--- config.mk ---
export PLATFORM = sky130hd
export DESIGN_NAME = dual_read_regfile
export DESIGN_NICKNAME = d
export VERILOG_FILES = /design/src/rtl/regfile_pkg.sv /design/src/rtl/regfile_ctrl.sv /design/src/rtl/regfile_datapath.sv /design/src/rtl/dual_read_regfile.sv
export SDC_FILE = /design/constraint.sdc
export NUM_CORES = 2
export LEC_CHECK = 0
export BUFFER_PORTS_ARGS = -buffer_cell sky130_fd_sc_hd__buf_2
export CAP_MARGIN = 5
export CORE_MARGIN = 8
export CORE_UTILIZATION = 60
export DETAILED_ROUTE_END_ITERATION = 6
export GPL_TIMING_DRIVEN = 0
export PLACE_DENSITY_LB_ADDON = 0.25
export SYNTH_ARGS = -nofsm -noshare
export SYNTH_HDL_FRONTEND = slang
export SYNTH_HIERARCHICAL = 1
export SYNTH_SLANG_ARGS = --single-unit
--- constraint.sdc ---
create_clock -name clk -period 6.16 [get_ports clk]
set_clock_uncertainty 0.15 [all_clocks]
set_input_delay 0.924 -clock clk [delete_from_list [all_inputs] [get_ports clk]]
set_output_delay 0.924 -clock clk [all_outputs]
set_load 0.005 [all_outputs]
--- src/rtl/regfile_pkg.sv ---
package regfile_pkg;

  // Strobes issued by the write control to the storage datapath.
  typedef struct packed {
    logic commit;    // store wrData at wrIdx on this falling edge
    logic clearAll;  // zero every entry on this falling edge
  } wrStrobes_t;

endpackage

--- src/rtl/regfile_ctrl.sv ---
module regfile_ctrl
  import regfile_pkg::*;
#(
  parameter int IDX_W          = 5,
  parameter bit CLEAR_ON_RESET = 1'b1
) (
  input  logic             rstN,
  input  logic             wrEn,
  input  logic [IDX_W-1:0] wrIdx,
  output wrStrobes_t       strb
);

  logic idxIsZero;

  assign idxIsZero = (wrIdx == '0);

  always_comb begin
    strb.clearAll = CLEAR_ON_RESET && !rstN;
    // A clear wins over a write; entry zero is never written.
    strb.commit   = wrEn && !idxIsZero && !strb.clearAll;
  end

endmodule

--- src/rtl/regfile_datapath.sv ---
module regfile_datapath
  import regfile_pkg::*;
#(
  parameter int NUM_REGS = 32,
  parameter int DATA_W   = 32,
  parameter int IDX_W    = 5
) (
  input  logic              clk,
  input  logic              rstN,
  input  wrStrobes_t        strb,
  input  logic [IDX_W-1:0]  wrIdx,
  input  logic [DATA_W-1:0] wrData,
  input  logic [IDX_W-1:0]  rdIdxA,
  output logic [DATA_W-1:0] rdDataA,
  input  logic [IDX_W-1:0]  rdIdxB,
  output logic [DATA_W-1:0] rdDataB
);

  logic [NUM_REGS-1:0][DATA_W-1:0] storage;

  // Entry zero is a constant.
  assign storage[0] = '0;

  for (genvar g = 1; g < NUM_REGS; g++) begin : gEntry
    logic [DATA_W-1:0] q;
    logic              hit;

    assign hit = strb.commit && (wrIdx == IDX_W'(g));

    always_ff @(negedge clk) begin
      if (strb.clearAll) begin
        q <= '0;
      end else if (hit) begin
        q <= wrData;
      end
    end

    assign storage[g] = q;
  end

  function automatic logic [DATA_W-1:0] readEntry(input logic [IDX_W-1:0] idx);
    if (int'(idx) < NUM_REGS) begin
      return storage[idx];
    end
    return '0;
  endfunction

  assign rdDataA = readEntry(rdIdxA);
  assign rdDataB = readEntry(rdIdxB);

  // index zero always reads zero on both ports
  a_r2_zero_port_a : assert property (@(posedge clk) disable iff (!rstN)
    (rdIdxA == '0) |-> (rdDataA == '0));
  a_r2_zero_port_b : assert property (@(posedge clk) disable iff (!rstN)
    (rdIdxB == '0) |-> (rdDataB == '0));

  // identical indices give identical data
  a_r6_same_index : assert property (@(posedge clk) disable iff (!rstN)
    (rdIdxA == rdIdxB) |-> (rdDataA == rdDataB));

  // a committed write is held in the addressed entry after the falling edge
  a_r3_commit_lands : assert property (@(negedge clk) disable iff (!rstN)
    strb.commit |=> (storage[$past(wrIdx)] == $past(wrData)));

endmodule

--- src/rtl/dual_read_regfile.sv ---
module dual_read_regfile
  import regfile_pkg::*;
#(
  parameter int NUM_REGS       = 32,
  parameter int DATA_W         = 32,
  parameter bit CLEAR_ON_RESET = 1'b1,
  localparam int IDX_W         = $clog2(NUM_REGS)
) (
  input  logic              clk,
  input  logic              rstN,
  input  logic              wrEn,
  input  logic [IDX_W-1:0]  wrIdx,
  input  logic [DATA_W-1:0] wrData,
  input  logic [IDX_W-1:0]  rdIdxA,
  output logic [DATA_W-1:0] rdDataA,
  input  logic [IDX_W-1:0]  rdIdxB,
  output logic [DATA_W-1:0] rdDataB
);

  wrStrobes_t strb;

  regfile_ctrl #(
    .IDX_W          (IDX_W),
    .CLEAR_ON_RESET (CLEAR_ON_RESET)
  ) i_ctrl (
    .rstN  (rstN),
    .wrEn  (wrEn),
    .wrIdx (wrIdx),
    .strb  (strb)
  );

  regfile_datapath #(
    .NUM_REGS (NUM_REGS),
    .DATA_W   (DATA_W),
    .IDX_W    (IDX_W)
  ) i_datapath (
    .clk     (clk),
    .rstN    (rstN),
    .strb    (strb),
    .wrIdx   (wrIdx),
    .wrData  (wrData),
    .rdIdxA  (rdIdxA),
    .rdDataA (rdDataA),
    .rdIdxB  (rdIdxB),
    .rdDataB (rdDataB)
  );

endmodule

==> metrics.txt <==
Seq/Total Area, Yosys=0.393; global-route wire length before repair=323 mm; Peak supply drop=around 220 uV; Max Buffers Root-to-Sink=3; syn_nets=5923; Compound-Gate Fraction of Synth Area=0.165; worst setup margin=-0.536 ns; area of the multi-input gates=29300 sq um; adder-cell share of the synthesized area=0; Synth cell types=35; clock root cell=clkbuf_16; Setup CP Type=flip-flop to primary output; Total GRT Usage=0.456; Syn. warnings=6; FF-to-FF Start=i_datapath/gEntry[12].q[28]; # rows=106; dominant delay contributor by cell family on the critical path=compound AO/OA/AOI/OAI gates; Starting Density=0.604; Synth Area in Simple Gates=0.171; CTS tree=done; critical path startpoint category=flip-flop; RSZ-0062 raised after global routing=yes; cell count after synthesis=between 5k and 6k; Clock transition at path regs=0.05 ns; Syn-to-layout area delta=22.4%; max reg flops=992; crit-path max FO=3; total gr overflow=0; P_leak=around 24 nW; Core Area=~84000 sq um; area leader, netlist=dfxtp_1; Tot Pwr=about 18 mW; drt first-iter violations=approximately 9.3k; chip width=306 microns; # IOs=114; EDFF count, synth=0; Max Cap Viol=1; htree depth=3; CP required=5.09 ns; sequential cell area=20000 sq um; Post-synth top flop=dfxtp_1; hold_sp=i_datapath/gEntry[30].q[8]; # DRC=9; via count=54.6k; CTS buffer count=about 110; violations in the final reports=design-rule violations, max-capacitance violations, max-slew violations, negative setup slack; # setup viols final=382; DR WL/cell=about 27 microns; xor/xnor share of the synthesized area=0; drt first pass iters=7; CP Buf/Inv Count=1; crit path DAT=around 5.6 ns; chip height=about 300 microns; Clock Sinks=~990; multiplexer share of the synthesized area=0.217; vias per cell=6.60; Setup crit start=i_datapath/gEntry[24].q[19]; max incr delay on CP=0.52 ns; Filler cells=6340; final wirelength=224 mm; largest family of logic cells by synthesized area=multiplexers; Synth top area share=0.393; max-slew violations=11; largest net degree at the start of global routing=16; Biggest register=i_datapath/gEntry.q; antenna violations before repair=7; syn avg cell area=~8.6 sq um; Largest regs=i_datapath/gEntry.q x992; top post-synthesis cells by area=dfxtp_1 (39%), mux4_2 (17%), nand2_1 (15%); DP Wirelength=approximately 160 mm; layout cells sized above 1=0.176; nets=approximately 7.2k; Least-Margin Pin Slew=1.55 ns; worst hold path class=flip-flop to flip-flop; Clock Latency Late Sink=0.72 ns; top cells by count, synth=nand2_1 (2082), a21oi_1 (992), dfxtp_1 (992); status=finished, violations left; Netlist Area Pre-Place=between 50000 and 60000 sq um; Worst slew margin=-0.0351; cell chain of the critical path=mux4_2 > a22o_1 > o21ai_4 > o31ai_4 > buf_2; number of global-route vias before repair=~54k; setup TNS=-40.32 ns; number of synthesized register bits=a little under 1k; cell with the most instances after synthesis=nand2_1; die area=about 94000 sq um; gpl congestion=1.09; CP endpoint kind=primary output; Final Hold Viols=0; Routed Antenna Nets=0; P per Cell Area=288 nW/um^2; critical path's slowest cell=mux4_2; Async SR Flop Fraction=0; I/O Buffers=107
==> path summary, 6_finish.rpt <==
kind              cells past startpoint                          end  slack, ns
hold / removal                        2   i_datapath/gEntry[30].q[8]       0.31
setup / recovery                      5                  rdDataA[19]      -0.54
hold reg to reg                       2   i_datapath/gEntry[30].q[8]       0.31
setup reg to reg                      2  i_datapath/gEntry[12].q[28]       5.23
==> worst min-delay path: stages (launching register included) <==
cell	delay, ns
dfxtp_2	0.31
nand2_1	0.05
a21oi_1	0.05
==> through the flow <==
step,hold WS [ns],cells,utilization,instance area (sq um),setup WS (ns)
3_5_place_dp,0.306,7060,0.627,52400,-0.972
6_report,0.306,8281,0.740,61800,-0.536
4_1_cts,0.309,8256,0.731,61100,-0.413
3_3_place_gp,0.298,7060,0.627,52400,-1.31
5_1_grt,0.316,8274,0.739,61800,-0.518
2_1_floorplan,0.292,5873,-,50500,0.223
==> logic make-up (layout without fill, tap and decap cells) <==
kind of cell / Yosys count / count (layout)
AND/OR/NAND/NOR: 2210 / 2210
AO/OA/AOI/OAI: 1441 / 1441
flip-flops: 992 / 992
buffers and inverters: 622 / 1943
multiplexers: 608 / 608
other: 0 / 7
==> area by class of cell <==
| class | instances | share of cell area |
|---|---|---|
| multi-input combinational | 4259 | 0.474 |
| sequential | 992 | 0.324 |
| clock inverter | 1084 | 0.0772 |
| clock buffer | 113 | 0.0458 |
| buffer | 617 | 0.0449 |
| tap | 1080 | 0.0219 |
| timing repair buffer | 126 | 0.0116 |
| antenna | 7 | 0.000283 |
| inverter | 3 | 0.000182 |
==> repair_timing <==
| action | CTS | global route |
|---|---|---|
| gates resized for setup | 270 | 243 |
| hold endpoints to repair | 0 | 0 |
| endpoints found under the setup margin | 334 | 649 |
| setup buffers | 0 | 19 |
| hold buffers | 0 | 0 |
| pin swaps | 62 | 46 |
==> power breakdown <==
part | total, mW | internal (mW) | switching, mW
clock | 10.0 | 5.09 | 4.91
combinational | 1.26 | 0.320 | 0.939
sequential | 6.52 | 6.49 | 0.0231
total | 17.8 | 11.9 | 5.87
==> metal layers <==
layer / wire [microns] / vias to the layer above / global-route usage
li1: - / 23000 / -
met1: 74700 / 25500 / 0.523
met2: 94800 / 4922 / 0.660
met3: 37000 / 1194 / 0.220
met4: 17800 / 10 / 0.333
met5: 188 / - / 0
==> cells in the final DEF, fill, tap and decap left out, types with 69 or more instances in the layout <==
master,Yosys,layout
a21oi_1,992,992
a22o_1,192,192
buf_2,91,199
clkbuf_1,460,389
clkbuf_16,0,113
clkbuf_2,0,69
dfxtp_1,992,853
dfxtp_2,0,139
inv_1,3,1014
mux2i_1,160,152
mux4_2,384,384
nand2_1,2082,2074
(Power assumes the default switching activity.)
